==> src/rtl/fseq_pkg.sv <==
`timescale 1ns/1ps
package fseq_pkg;

    typedef enum logic [2:0] {
        D_IDLE, D_UNL2, D_CMD, D_PDATA, D_EUNL1, D_EUNL2, D_ESEL
    } dec_state_e;

    typedef enum logic [1:0] {
        REQ_PROG   = 2'd0,
        REQ_BERASE = 2'd1,
        REQ_CERASE = 2'd2
    } req_kind_e;

    typedef enum logic [1:0] {
        ARR_NOP    = 2'd0,
        ARR_PROG   = 2'd1,
        ARR_BERASE = 2'd2
    } arr_op_e;

    typedef enum logic [2:0] {
        E_IDLE, E_SCAN, E_ISSUE, E_WAIT, E_LOCK
    } eng_state_e;

    localparam logic [7:0] CODE_UNL1  = 8'hAA;
    localparam logic [7:0] CODE_UNL2  = 8'h55;
    localparam logic [7:0] CODE_PROG  = 8'hA0;
    localparam logic [7:0] CODE_ERASE = 8'h80;
    localparam logic [7:0] CODE_CHIP  = 8'h10;
    localparam logic [7:0] CODE_BLOCK = 8'h30;
    localparam logic [7:0] ERASED     = 8'hFF;

    typedef struct packed {
        logic erasing;
        logic locked;
        logic ready;
    } stat_t;

    function automatic logic [7:0] status_byte(stat_t s);
        return {5'b0, s.erasing, s.locked, s.ready};
    endfunction

endpackage

==> src/rtl/fseq_page_buf.sv <==
`timescale 1ns/1ps
module fseq_page_buf
    import fseq_pkg::*;
#(
    parameter int DATA_W     = 8,
    parameter int PAGE_BYTES = 4,
    localparam int OFF_W     = $clog2(PAGE_BYTES)
) (
    input  logic                         clk,
    input  logic                         rst,
    input  logic                         clear,
    input  logic                         load,
    input  logic [OFF_W-1:0]             off,
    input  logic [DATA_W-1:0]            din,
    output logic [PAGE_BYTES*DATA_W-1:0] page
);
    logic [PAGE_BYTES-1:0][DATA_W-1:0] lane_q;

    for (genvar g = 0; g < PAGE_BYTES; g++) begin : g_lane
        always_ff @(posedge clk) begin
            if (rst || clear) begin
                lane_q[g] <= DATA_W'(ERASED);
            end else if (load && off == OFF_W'(g)) begin
                lane_q[g] <= din;
            end
        end
    end

    assign page = lane_q;

endmodule

==> src/rtl/fseq_decoder.sv <==
`timescale 1ns/1ps
module fseq_decoder
    import fseq_pkg::*;
#(
    parameter int ADDR_W      = 16,
    parameter int DATA_W      = 8,
    parameter int PAGE_BYTES  = 4,
    parameter logic [ADDR_W-1:0] UNL_ADDR1 = 16'h5554,
    parameter logic [ADDR_W-1:0] UNL_ADDR2 = 16'hAAAA,
    localparam int OFF_W      = $clog2(PAGE_BYTES),
    localparam int PG_W       = ADDR_W - OFF_W
) (
    input  logic              clk,
    input  logic              rst,
    input  logic              wr_en,
    input  logic [ADDR_W-1:0] wr_addr,
    input  logic [DATA_W-1:0] wr_data,
    output logic              req_valid,
    output req_kind_e         req_kind,
    output logic [ADDR_W-1:0] req_addr,
    output logic              pg_clear,
    output logic              pg_load,
    output logic [OFF_W-1:0]  pg_off
);
    dec_state_e       st_q, st_d;
    logic [OFF_W-1:0] cnt_q, cnt_d;
    logic [PG_W-1:0]  page_q, page_d;
    logic [PG_W-1:0]  cur_page;

    assign cur_page = wr_addr[ADDR_W-1:OFF_W];
    assign pg_off   = wr_addr[OFF_W-1:0];

    function automatic logic hit(input logic [DATA_W-1:0] d, input logic [ADDR_W-1:0] a,
                                 input logic [7:0] code, input logic [ADDR_W-1:0] want);
        return (d == DATA_W'(code)) && (a == want);
    endfunction

    always_comb begin
        st_d      = st_q;
        cnt_d     = cnt_q;
        page_d    = page_q;
        req_valid = 1'b0;
        req_kind  = REQ_PROG;
        req_addr  = wr_addr;
        pg_clear  = 1'b0;
        pg_load   = 1'b0;
        if (wr_en) begin
            unique case (st_q)
                D_IDLE: begin
                    if (hit(wr_data, wr_addr, CODE_UNL1, UNL_ADDR1)) st_d = D_UNL2;
                end
                D_UNL2: begin
                    st_d = hit(wr_data, wr_addr, CODE_UNL2, UNL_ADDR2) ? D_CMD : D_IDLE;
                end
                D_CMD: begin
                    if (hit(wr_data, wr_addr, CODE_PROG, UNL_ADDR1)) begin
                        st_d     = D_PDATA;
                        cnt_d    = '0;
                        pg_clear = 1'b1;
                    end else if (hit(wr_data, wr_addr, CODE_ERASE, UNL_ADDR1)) begin
                        st_d = D_EUNL1;
                    end else begin
                        st_d = D_IDLE;
                    end
                end
                D_PDATA: begin
                    if (cnt_q != '0 && cur_page != page_q) begin
                        st_d = D_IDLE;
                    end else begin
                        pg_load = 1'b1;
                        if (cnt_q == '0) page_d = cur_page;
                        if (cnt_q == OFF_W'(PAGE_BYTES - 1)) begin
                            req_valid = 1'b1;
                            req_kind  = REQ_PROG;
                            req_addr  = {page_q, {OFF_W{1'b0}}};
                            st_d      = D_IDLE;
                        end else begin
                            cnt_d = cnt_q + 1'b1;
                        end
                    end
                end
                D_EUNL1: begin
                    st_d = hit(wr_data, wr_addr, CODE_UNL1, UNL_ADDR1) ? D_EUNL2 : D_IDLE;
                end
                D_EUNL2: begin
                    st_d = hit(wr_data, wr_addr, CODE_UNL2, UNL_ADDR2) ? D_ESEL : D_IDLE;
                end
                D_ESEL: begin
                    st_d = D_IDLE;
                    if (hit(wr_data, wr_addr, CODE_CHIP, UNL_ADDR1)) begin
                        req_valid = 1'b1;
                        req_kind  = REQ_CERASE;
                    end else if (wr_data == DATA_W'(CODE_BLOCK)) begin
                        req_valid = 1'b1;
                        req_kind  = REQ_BERASE;
                    end
                end
                default: st_d = D_IDLE;
            endcase
        end
    end

    always_ff @(posedge clk) begin
        if (rst) begin
            st_q   <= D_IDLE;
            cnt_q  <= '0;
            page_q <= '0;
        end else begin
            st_q   <= st_d;
            cnt_q  <= cnt_d;
            page_q <= page_d;
        end
    end


    prog_req_only_from_data_chk: assert property (@(posedge clk) disable iff (rst)
        (req_valid && req_kind == REQ_PROG) |=> (st_q == D_IDLE));

endmodule

==> src/rtl/fseq_engine.sv <==
`timescale 1ns/1ps
module fseq_engine
    import fseq_pkg::*;
#(
    parameter int ADDR_W  = 16,
    parameter int NUM_BLK = 8,
    localparam int BLK_W  = $clog2(NUM_BLK),
    localparam int LOW_W  = ADDR_W - BLK_W
) (
    input  logic               clk,
    input  logic               rst,
    input  logic               req_valid,
    input  req_kind_e          req_kind,
    input  logic [ADDR_W-1:0]  req_addr,
    input  logic [NUM_BLK-1:0] blk_protect,
    input  logic               arr_done,
    input  logic               arr_fail,
    output logic               arr_start,
    output arr_op_e            arr_op,
    output logic [ADDR_W-1:0]  arr_addr,
    output logic               busy,
    output logic               locked,
    output logic               erasing
);
    eng_state_e        st_q, st_d;
    arr_op_e           op_q, op_d;
    logic [ADDR_W-1:0] addr_q, addr_d;
    logic              chip_q, chip_d;
    logic [BLK_W-1:0]  idx_q, idx_d;
    logic [BLK_W-1:0]  req_blk;

    localparam logic [BLK_W-1:0] LAST_BLK = BLK_W'(NUM_BLK - 1);

    assign req_blk = req_addr[ADDR_W-1 -: BLK_W];

    always_comb begin
        st_d   = st_q;
        op_d   = op_q;
        addr_d = addr_q;
        chip_d = chip_q;
        idx_d  = idx_q;
        unique case (st_q)
            E_IDLE: begin
                if (req_valid) begin
                    unique case (req_kind)
                        REQ_PROG: if (!blk_protect[req_blk]) begin
                            st_d   = E_ISSUE;
                            op_d   = ARR_PROG;
                            addr_d = req_addr;
                            chip_d = 1'b0;
                        end
                        REQ_BERASE: if (!blk_protect[req_blk]) begin
                            st_d   = E_ISSUE;
                            op_d   = ARR_BERASE;
                            addr_d = {req_blk, {LOW_W{1'b0}}};
                            chip_d = 1'b0;
                        end
                        REQ_CERASE: if (!(&blk_protect)) begin
                            st_d   = E_SCAN;
                            op_d   = ARR_BERASE;
                            chip_d = 1'b1;
                            idx_d  = '0;
                        end
                        default: ;
                    endcase
                end
            end
            E_SCAN: begin
                if (!blk_protect[idx_q]) begin
                    st_d   = E_ISSUE;
                    addr_d = {idx_q, {LOW_W{1'b0}}};
                end else if (idx_q == LAST_BLK) begin
                    st_d = E_IDLE;
                end else begin
                    idx_d = idx_q + 1'b1;
                end
            end
            E_ISSUE: st_d = E_WAIT;
            E_WAIT: begin
                if (arr_fail) begin
                    st_d = E_LOCK;
                end else if (arr_done) begin
                    if (chip_q && idx_q != LAST_BLK) begin
                        idx_d = idx_q + 1'b1;
                        st_d  = E_SCAN;
                    end else begin
                        st_d = E_IDLE;
                    end
                end
            end
            E_LOCK: st_d = E_LOCK;
            default: st_d = E_IDLE;
        endcase
    end

    always_ff @(posedge clk) begin
        if (rst) begin
            st_q   <= E_IDLE;
            op_q   <= ARR_NOP;
            addr_q <= '0;
            chip_q <= 1'b0;
            idx_q  <= '0;
        end else begin
            st_q   <= st_d;
            op_q   <= op_d;
            addr_q <= addr_d;
            chip_q <= chip_d;
            idx_q  <= idx_d;
        end
    end

    assign arr_start = (st_q == E_ISSUE);
    assign busy      = (st_q != E_IDLE);
    assign locked    = (st_q == E_LOCK);
    assign erasing   = busy && (op_q == ARR_BERASE);
    assign arr_op    = busy ? op_q : ARR_NOP;
    assign arr_addr  = addr_q;


    start_single_cycle_chk: assert property (@(posedge clk) disable iff (rst)
        arr_start |=> !arr_start);


    lock_is_sticky_chk: assert property (@(posedge clk) disable iff (rst)
        locked |=> locked);


    fail_enters_lock_chk: assert property (@(posedge clk) disable iff (rst)
        (st_q == E_WAIT && arr_fail) |=> locked);


    no_erase_protected_chk: assert property (@(posedge clk) disable iff (rst)
        (arr_start && $stable(blk_protect)) |-> !blk_protect[arr_addr[ADDR_W-1 -: BLK_W]]);

endmodule

==> src/rtl/flash_cmd_seq.sv <==
`timescale 1ns/1ps
module flash_cmd_seq
    import fseq_pkg::*;
#(
    parameter int ADDR_W     = 16,
    parameter int DATA_W     = 8,
    parameter int NUM_BLK    = 8,
    parameter int PAGE_BYTES = 4,
    parameter logic [ADDR_W-1:0] UNL_ADDR1 = 16'h5554,
    parameter logic [ADDR_W-1:0] UNL_ADDR2 = 16'hAAAA,
    localparam int OFF_W     = $clog2(PAGE_BYTES),
    localparam int PAGE_W    = PAGE_BYTES * DATA_W
) (
    input  logic               clk,
    input  logic               rst,
    input  logic               bus_we,
    input  logic [ADDR_W-1:0]  bus_addr,
    input  logic [DATA_W-1:0]  bus_wdata,
    output logic [DATA_W-1:0]  bus_rdata,
    output logic               flash_ready,
    input  logic [NUM_BLK-1:0] blk_protect,
    output logic               arr_start,
    output logic [1:0]         arr_op,
    output logic [ADDR_W-1:0]  arr_addr,
    output logic [PAGE_W-1:0]  arr_wdata,
    input  logic               arr_done,
    input  logic               arr_fail,
    output logic [ADDR_W-1:0]  arr_rd_addr,
    input  logic [DATA_W-1:0]  arr_rd_data
);
    logic              busy, locked, erasing;
    logic              wr_ok;
    logic              req_valid;
    req_kind_e         req_kind;
    logic [ADDR_W-1:0] req_addr;
    logic              pg_clear, pg_load;
    logic [OFF_W-1:0]  pg_off;
    arr_op_e           op_e;
    stat_t             stat;

    assign wr_ok = bus_we && !busy;

    fseq_decoder #(
        .ADDR_W(ADDR_W), .DATA_W(DATA_W), .PAGE_BYTES(PAGE_BYTES),
        .UNL_ADDR1(UNL_ADDR1), .UNL_ADDR2(UNL_ADDR2)
    ) u_dec (
        .clk(clk), .rst(rst),
        .wr_en(wr_ok), .wr_addr(bus_addr), .wr_data(bus_wdata),
        .req_valid(req_valid), .req_kind(req_kind), .req_addr(req_addr),
        .pg_clear(pg_clear), .pg_load(pg_load), .pg_off(pg_off)
    );

    fseq_page_buf #(
        .DATA_W(DATA_W), .PAGE_BYTES(PAGE_BYTES)
    ) u_buf (
        .clk(clk), .rst(rst),
        .clear(pg_clear), .load(pg_load), .off(pg_off), .din(bus_wdata),
        .page(arr_wdata)
    );

    fseq_engine #(
        .ADDR_W(ADDR_W), .NUM_BLK(NUM_BLK)
    ) u_eng (
        .clk(clk), .rst(rst),
        .req_valid(req_valid), .req_kind(req_kind), .req_addr(req_addr),
        .blk_protect(blk_protect),
        .arr_done(arr_done), .arr_fail(arr_fail),
        .arr_start(arr_start), .arr_op(op_e), .arr_addr(arr_addr),
        .busy(busy), .locked(locked), .erasing(erasing)
    );

    assign arr_op        = op_e;
    assign stat.ready    = !busy;
    assign stat.locked   = locked;
    assign stat.erasing  = erasing;
    assign flash_ready   = stat.ready;
    assign arr_rd_addr   = bus_addr;
    assign bus_rdata     = busy ? DATA_W'(status_byte(stat)) : arr_rd_data;


    start_means_busy_chk: assert property (@(posedge clk) disable iff (rst)
        arr_start |-> !flash_ready);


    no_request_while_busy_chk: assert property (@(posedge clk) disable iff (rst)
        (busy && !flash_ready) |-> !req_valid);

endmodule

==> config.mk <==
export PLATFORM = sky130hd
export DESIGN_NAME = flash_cmd_seq
export DESIGN_NICKNAME = d
export VERILOG_FILES = /design/src/rtl/fseq_pkg.sv /design/src/rtl/fseq_page_buf.sv /design/src/rtl/fseq_decoder.sv /design/src/rtl/fseq_engine.sv /design/src/rtl/flash_cmd_seq.sv
export SDC_FILE = /design/constraint.sdc
export NUM_CORES = 1
export LEC_CHECK = 0
export ABC_AREA = 1
export BUFFER_PORTS_ARGS = -buffer_cell sky130_fd_sc_hd__buf_4
export CORE_MARGIN = 5
export CORE_UTILIZATION = 29
export DETAILED_ROUTE_END_ITERATION = 12
export GPL_ROUTABILITY_DRIVEN = 0
export SYNTH_ARGS = -nofsm -noshare
export SYNTH_HDL_FRONTEND = slang
export SYNTH_SLANG_ARGS = --single-unit
==> constraint.sdc <==
create_clock -name clk -period 3.1 [get_ports clk]
set_input_delay 0.62 -clock clk [delete_from_list [all_inputs] [get_ports clk]]
set_output_delay 0.62 -clock clk [all_outputs]
set_load 0.02 [all_outputs]
==> implementation parameters, run 1 <==
Parameter                              Value

Clock network
  Hold-fix buffers, CTS ... 0
  Clock buffer count from CTS ... 9
  Clock tree root buffer cell ... sky130_fd_sc_hd__clkbuf_16
  TritonCTS clock tree ... built
  H-tree depth reported by CTS ... 3
  Clk Latency, worst-skew pair ... 0.35 ns
  Number of buffers inserted to repair setup after CTS ... 0
  Maximum number of buffers from clock root to sink ... 2
  Cts repair resizes ... 0
  Register clock-pin slew on the reported worst setup and hold paths ... 0.06 ns
  CTS sink cnt ... 76

Layout
  ANT cells ... 0
  Count of non-filler cells in the finished layout ... 982
  Layout cell share with drive strength beyond 1 ... 0.266
  Final standard cell utilization of the core ... 0.388
  Area delta synth->final ... 30.9%
  # nets final ... 820

Synthesis
  Count of mapped cells out of synthesis ... 652
  Number of nets produced by synthesis ... 706
  Post-synthesis cell area ... 4520 um^2
  Number of warning messages in the yosys log ... 0
  Fraction of synthesis flops using an asynchronous set or reset pin ... 0
  Number of enable-type register cells in the synthesized netlist ... 0
  Part of the Yosys area used for sequential elements ... 0.336
  Ys flop type ... sky130_fd_sc_hd__dfxtp_1
  Post-synthesis sequential element count ... between 70 and 80
  Mean post-synth cell area ... 6.94 um^2
  Netlist cell types ... 38

Place
  Placed cell count ... 966
  Placement-stage worst setup slack ... slightly above 0.01 ns
  Detailed Place HPWL ... 10.2 mm
  Port bufs ... 120

Die
  Count of boundary I/O pins ... 121
  Standard-cell row count ... 45
  Floorplan die height ... between 100 and 150 um
  Horizontal extent of the die ... 135 um
  Effective utilization at floorplan ... 0.296
  Placeable Area ... 15300 um^2
  Area of the die ... between 15000 and 20000 um^2

Global routing
  Wire length of the first global-routing pass ... 21.6 mm
  Number of antenna violations at the first check in global routing ... 0
  Overall overflow remaining after global route ... 0
  Via count of the first global-routing pass ... 4309
  GRT Util Overall ... 0.149
  Pin count of the biggest net entering global routing ... 29

STA
  Fin worst setup slack ... 0.351 ns
  Peak clock frequency supported by timing ... 364 MHz
  Slew HR ... 0.523
  Min Tclk post-route ... ~2.7 ns
  Crit share post-route ... 0.887
  Final Hold Fails ... 0
  Fin Clk Skew ... between 0.008 and 0.009 ns
  Slew Limit Fails ... 0
  Unrepaired setup endpoints after global routing ... no
  Worst-Margin Slew ... between 0.7 and 0.8 ns
  Setup violation total in the final timing report ... 0
  Sum of negative setup slack ... 0 ns

Detailed routing
  Detailed Route Iter0 Violations ... roughly 250
  Per-cell via count in the routed design ... 4.67
  Number of remaining DRC errors ... 0
  Wire length on met1 ... 5.98 mm
  Number of optimization iterations in the first detailed-route pass ... 4
  Final Routed Wirelength ... 13.3 mm
  Detail-routed net length per standard cell ... between 10 and 15 um
  Antenna viol nets, final ... 0
  Top layer used by detailed routing ... met4
  Total length of routed met2 wires ... between 6 and 7 mm
  Routed wl met3 ... a little under 1 mm
  Vias post-DR ... 4586

Job
  Max-cap violations ... 0

Pwr
  Fraction of power spent switching nets ... 0.264
  NetSw ... 613 uW
  Total power after layout ... about 2.3 mW
  Maximum vdd drop ... 307 uV
  Share of power burned in registers ... 0.420
  Cell area power density ... 392 nW/um^2
  Clock share of power ... 0.476
  Portion of total power attributed to combinational logic ... 0.103
  Leakage ... 2.71 nW
  Internal power component ... about 1.7 mW

Outcome
  Outcome ... complete, no violations

Setup path
  Kind of launch point of the worst setup path ... input port
  Cells along the critical path ... buf_4 > inv_1 > nand4_1 > nor4_1 > buf_4 > nand4_1 > nor2_1 > ha_1 > inv_1 > nand2_1 > o21ai_0 > a2111oi_0 > nand3_1 > a21oi_1 > a211oi_1
  Critical path type ... in2reg
  WP data required ... 3.32 ns
  Endpoint class of the critical path ... flip-flop
  Maximum cell stage delay along the critical path ... approximately 0.37 ns
  Crit path max-delay cell type ... sky130_fd_sc_hd__a2111oi_0
  CP arrival ... roughly 3.0 ns
  Critical-path maximum fanout ... 6

Worst hold path
  Class of the worst hold path ... reg2reg
==> critical path: cells and delay by family <==
kind / cells / cell delay [ns]
buffers and inverters: 4 / 0.49
and+or+nand+nor: 6 / 0.94
AOI/OAI and AO/OA: 4 / 0.70
adders and majority gates: 1 / 0.20
==> flip-flops by register name, summed over array words and instances (netlist names) <==
name / flops
u_dec.st_q: 3
u_eng.arr_addr: 16
u_eng.st_q: 3
u_dec.page_q: 14
u_eng.op_q: 2
u_eng.idx_q: 3
u_buf.page: 32
u_eng.chip_q: 1
u_dec.cnt_q: 2
==> worst paths after layout <==
path | from | end | slack (ns) | cells past startpoint
min | u_eng.op_q[1]$_SDFFE_PP0P_ | u_eng.op_q[1]$_SDFFE_PP0P_ | 0.47 | 2
max reg2reg | u_dec.st_q[2]$_SDFFE_PP0P_ | u_eng.idx_q[0]$_SDFFE_PP0P_ | 0.39 | 14
min reg2reg | u_eng.op_q[1]$_SDFFE_PP0P_ | u_eng.op_q[1]$_SDFFE_PP0P_ | 0.47 | 2
max | bus_addr[5] | u_eng.idx_q[0]$_SDFFE_PP0P_ | 0.35 | 15
==> power by group through the flow <==
stage	sequential [mW]	clock, mW	combinational, mW
2_1_floorplan	0.998	0	0.132
3_3_place_gp	0.998	0	0.240
3_5_place_dp	0.998	0	0.241
4_1_cts	0.976	1.14	0.241
5_1_grt	0.975	1.19	0.263
6_report	0.976	1.11	0.240
==> cell families (layout without fill, tap and decap cells) <==
family                   Yosys count  count (layout)  share of synthesized area
AND/OR/NAND/NOR                  306             306                      0.338
buffers and inverters            132             251                      0.131
AO/OA/AOI/OAI                    129             129                      0.170
flip-flops                        76              76                      0.336
adder cells (fa/ha/maj)            9               9                     0.0249
==> per-layer routing <==
| layer | global-route usage | up-vias |
|---|---|---|
| met2 | 0.243 | 126 |
| met1 | 0.183 | 2072 |
| li1 | - | 2380 |
| met3 | 0.0537 | 8 |
| met5 | 0 | - |
| met4 | 0.0458 | 0 |
==> cells in the final DEF, fill, tap and decap left out, types with 2 or more instances in the layout <==
cell	count
sky130_fd_sc_hd__buf_4	136
sky130_fd_sc_hd__nand2_1	119
sky130_fd_sc_hd__inv_1	84
sky130_fd_sc_hd__dfxtp_1	76
sky130_fd_sc_hd__nor2_1	68
sky130_fd_sc_hd__a21oi_1	48
sky130_fd_sc_hd__nand3_1	41
sky130_fd_sc_hd__o21ai_0	34
sky130_fd_sc_hd__o211ai_1	21
sky130_fd_sc_hd__a211oi_1	20
sky130_fd_sc_hd__nand4_1	19
sky130_fd_sc_hd__nor2_2	13
sky130_fd_sc_hd__nor2_4	11
sky130_fd_sc_hd__inv_2	10
sky130_fd_sc_hd__nor3_1	9
sky130_fd_sc_hd__ha_1	9
sky130_fd_sc_hd__clkbuf_16	9
sky130_fd_sc_hd__nor4_1	8
sky130_fd_sc_hd__nand2_2	3
sky130_fd_sc_hd__nand2_4	3
sky130_fd_sc_hd__clkinv_1	3
sky130_fd_sc_hd__nand3b_1	3
sky130_fd_sc_hd__o21ai_2	2
sky130_fd_sc_hd__nand3_4	2
sky130_fd_sc_hd__inv_6	2
sky130_fd_sc_hd__clkinv_4	2
==> cells in the mapped netlist (2+ instances only) <==
| cell | count | area (um^2) |
|---|---|---|
| sky130_fd_sc_hd__nor4_1 | 8 | 50.1 |
| sky130_fd_sc_hd__nor2_2 | 13 | 81.3 |
| sky130_fd_sc_hd__clkbuf_1 | 9 | 33.8 |
| sky130_fd_sc_hd__dfxtp_1 | 76 | 1520 |
| sky130_fd_sc_hd__nand3b_1 | 3 | 22.5 |
| sky130_fd_sc_hd__o211ai_1 | 21 | 158 |
| sky130_fd_sc_hd__nor3_1 | 10 | 50.1 |
| sky130_fd_sc_hd__a211oi_1 | 20 | 150 |
| sky130_fd_sc_hd__buf_2 | 4 | 20.0 |
| sky130_fd_sc_hd__nand4_1 | 19 | 119 |
| sky130_fd_sc_hd__ha_1 | 9 | 113 |
| sky130_fd_sc_hd__nor2_1 | 68 | 255 |
| sky130_fd_sc_hd__nand2_4 | 3 | 33.8 |
| sky130_fd_sc_hd__inv_2 | 10 | 37.5 |
| sky130_fd_sc_hd__inv_1 | 84 | 315 |
| sky130_fd_sc_hd__nor2_4 | 11 | 124 |
| sky130_fd_sc_hd__nand3_4 | 2 | 35.0 |
| sky130_fd_sc_hd__o21ai_0 | 34 | 170 |
| sky130_fd_sc_hd__buf_4 | 19 | 143 |
| sky130_fd_sc_hd__nand2_1 | 119 | 447 |
| sky130_fd_sc_hd__nand2_2 | 3 | 18.8 |
| sky130_fd_sc_hd__a21oi_1 | 48 | 240 |
| sky130_fd_sc_hd__o21ai_2 | 2 | 17.5 |
| sky130_fd_sc_hd__clkinv_1 | 3 | 11.3 |
| sky130_fd_sc_hd__nand3_1 | 41 | 205 |
==> layout make-up <==
type,count,area (um^2)
clock inverters,7,83.8
inverters,98,370
flip-flops and latches,76,1520
clock buffers,9,225
repair buffers,137,1040
well taps,211,264
fillers,1653,9340
multi-input cells,444,2410
==> metrics by stage <==
step                hold slack, ns  instance area, um^2
floorplan                    0.439                 4520
global placement             0.449                 5610
detailed placement           0.458                 5610
CTS                          0.467                 5920
global route                 0.511                 5920
finish                       0.467                 5920
(Power assumes the default switching activity.)
==> run 2, diff against run 1 <==
--- a/config.mk
+++ b/config.mk
@@ -11,6 +11,7 @@
 export CORE_UTILIZATION = 29
 export DETAILED_ROUTE_END_ITERATION = 12
 export GPL_ROUTABILITY_DRIVEN = 0
+export PLACE_DENSITY_LB_ADDON = 0.25
 export SYNTH_ARGS = -nofsm -noshare
 export SYNTH_HDL_FRONTEND = slang
 export SYNTH_SLANG_ARGS = --single-unit
==> run 2 against run 1 <==
Combinational power is 2% higher. Design area is 0.32% higher. Critical endpoint is now u_eng.arr_addr[13]$_SDFFE_PP0P_. Flip-flop and latch count stayed put. Routed wire length is 3.1% lower. Maximum frequency is 0.83% higher. First-iteration DRC count is 16% lower. Die area stayed put. Register-to-register slack better by 0.13 ns. Power is 0.40% higher.
==> implementation parameters, run 2 (same netlist as run 1, synthesis figures left out) <==
Parameter                              Value

STA
  Unrepaired setup endpoints after global routing ... no
  Final Hold Fails ... 0
  Slew HR ... 0.527
  Setup violation total in the final timing report ... 0
  Worst hold-check slack ... approximately 0.46 ns
  Worst-Margin Slew ... 0.703 ns
  Fin Clk Skew ... ~0.011 ns
  Peak clock frequency supported by timing ... roughly 370 MHz
  Slew Limit Fails ... 0
  Sum of negative setup slack ... 0 ns
  Min Tclk post-route ... ~2.7 ns
  Crit share post-route ... 0.880

Pwr
  Total power after layout ... ~2.3 mW
  Leakage ... 2.72 nW
  Cell area power density ... 392 nW/um^2
  Maximum vdd drop ... 265 uV

Layout
  Leading cell type in the layout, fill and taps excluded ... sky130_fd_sc_hd__buf_4
  Area delta synth->final ... 31.4%
  Post-layout instance area ... slightly below 6000 um^2
  # nets final ... 823
  Layout cell share with drive strength beyond 1 ... 0.267
  Commonest cells after routing, fill and taps aside ... sky130_fd_sc_hd__buf_4, sky130_fd_sc_hd__nand2_1, sky130_fd_sc_hd__inv_1
  ANT cells ... 0
  Count of non-filler cells in the finished layout ... 985
  Max reg flops ... 32

Die
  Effective utilization at floorplan ... 0.296
  Horizontal extent of the die ... about 130 um
  Count of boundary I/O pins ... 121
  Placeable Area ... 15300 um^2
  Area of the die ... approximately 18000 um^2
  Standard-cell row count ... 45
  Floorplan die height ... 135 um

Detailed routing
  Total length of routed met2 wires ... 5.66 mm
  Final Routed Wirelength ... roughly 13 mm
  Number of remaining DRC errors ... 0
  Per-cell via count in the routed design ... 4.47
  Routed wl met3 ... 869 um
  Number of optimization iterations in the first detailed-route pass ... 6
  Wire length on met1 ... 6.17 mm
  Top layer used by detailed routing ... met4
  Antenna viol nets, final ... 0
  Vias post-DR ... around 4400
  Detail-routed net length per standard cell ... 13.1 um
  Detailed Route Iter0 Violations ... 208

Clock network
  TritonCTS clock tree ... built
  Clock tree root buffer cell ... sky130_fd_sc_hd__clkbuf_16
  Clk Latency, worst-skew pair ... 0.35 ns
  Cts repair resizes ... 0
  Maximum number of buffers from clock root to sink ... 2
  Register clock-pin slew on the reported worst setup and hold paths ... 0.06 ns
  Hold-fix buffers, CTS ... 0
  H-tree depth reported by CTS ... 3
  Number of buffers inserted to repair setup after CTS ... 0
  CTS sink cnt ... 76
  Clock buffer count from CTS ... 9

Setup path
  Critical path type ... in2reg
  Kind of launch point of the worst setup path ... input port
  Critical-path maximum fanout ... 13
  Endpoint class of the critical path ... flip-flop
  CP arrival ... 3.01 ns
  WP data required ... 3.38 ns

Global routing
  Number of antenna violations at the first check in global routing ... 0
  Pin count of the biggest net entering global routing ... 29
  Overall overflow remaining after global route ... 0
  Wire length of the first global-routing pass ... between 20 and 25 mm
  Via count of the first global-routing pass ... 4274
  GRT Util Overall ... 0.146

Place
  Post-Place Cell Area ... 5630 um^2
  Port bufs ... 120
  Detailed Place HPWL ... approximately 10 mm
  Placed cell count ... roughly 970

Job
  Max-cap violations ... 0

Worst hold path
  Class of the worst hold path ... reg2reg

Outcome
  Outcome ... complete, no violations
run 2: area by class of cell:
| type | count | area, um^2 |
|---|---|---|
| multi-input cells | 444 | 2410 |
| fillers | 1645 | 9320 |
| flip-flops and latches | 76 | 1520 |
| inverters | 98 | 370 |
| clock inverters | 7 | 85.1 |
| repair buffers | 140 | 1060 |
| well taps | 211 | 264 |
| clock buffers | 9 | 225 |
run 2: worst paths after layout:
check	depth (start not counted)	from	slack (ns)	endpoint
max	15	bus_wdata[0]	0.37	u_eng.arr_addr[13]$_SDFFE_PP0P_
min	2	u_eng.op_q[1]$_SDFFE_PP0P_	0.46	u_eng.op_q[1]$_SDFFE_PP0P_
max reg2reg	15	u_dec.st_q[2]$_SDFFE_PP0P_	0.52	u_eng.arr_addr[13]$_SDFFE_PP0P_
min reg2reg	2	u_eng.op_q[1]$_SDFFE_PP0P_	0.46	u_eng.op_q[1]$_SDFFE_PP0P_
run 2: report_power, final:
part	switching, mW	total [mW]	internal (mW)
sequential	0.00000000419	0.976	0.976
clock	0.467	1.11	0.644
combinational	0.145	0.244	0.0985
total	0.613	2.33	1.72
run 2: worst max-delay path, cell delays in order:
cell and delay (ns):
sky130_fd_sc_hd__buf_4 0.12, sky130_fd_sc_hd__nor2_1 0.18, sky130_fd_sc_hd__nand3_1 0.12, sky130_fd_sc_hd__nor3_1 0.30
sky130_fd_sc_hd__nand3_1 0.18, sky130_fd_sc_hd__nor2_1 0.26, sky130_fd_sc_hd__ha_1 0.21, sky130_fd_sc_hd__nor2_1 0.07
sky130_fd_sc_hd__nand2_1 0.06, sky130_fd_sc_hd__o211ai_1 0.09, sky130_fd_sc_hd__a21oi_2 0.25, sky130_fd_sc_hd__nand2_4 0.09
sky130_fd_sc_hd__inv_4 0.26, sky130_fd_sc_hd__nor2_1 0.07, sky130_fd_sc_hd__nor2_1 0.10
run 2: stage by stage:
step	util	setup WS, ns
3_3_place_gp	0.369	0.107
2_1_floorplan	-	0.448
6_report	0.389	0.373
4_1_cts	0.389	0.386
3_5_place_dp	0.369	0.0208
5_1_grt	0.389	0.0889
run 2: layer usage:
layer	up-vias	track usage
met5	-	0
met2	114	0.229
met3	13	0.0447
li1	2391	-
met1	1883	0.193
met4	0	0.0413
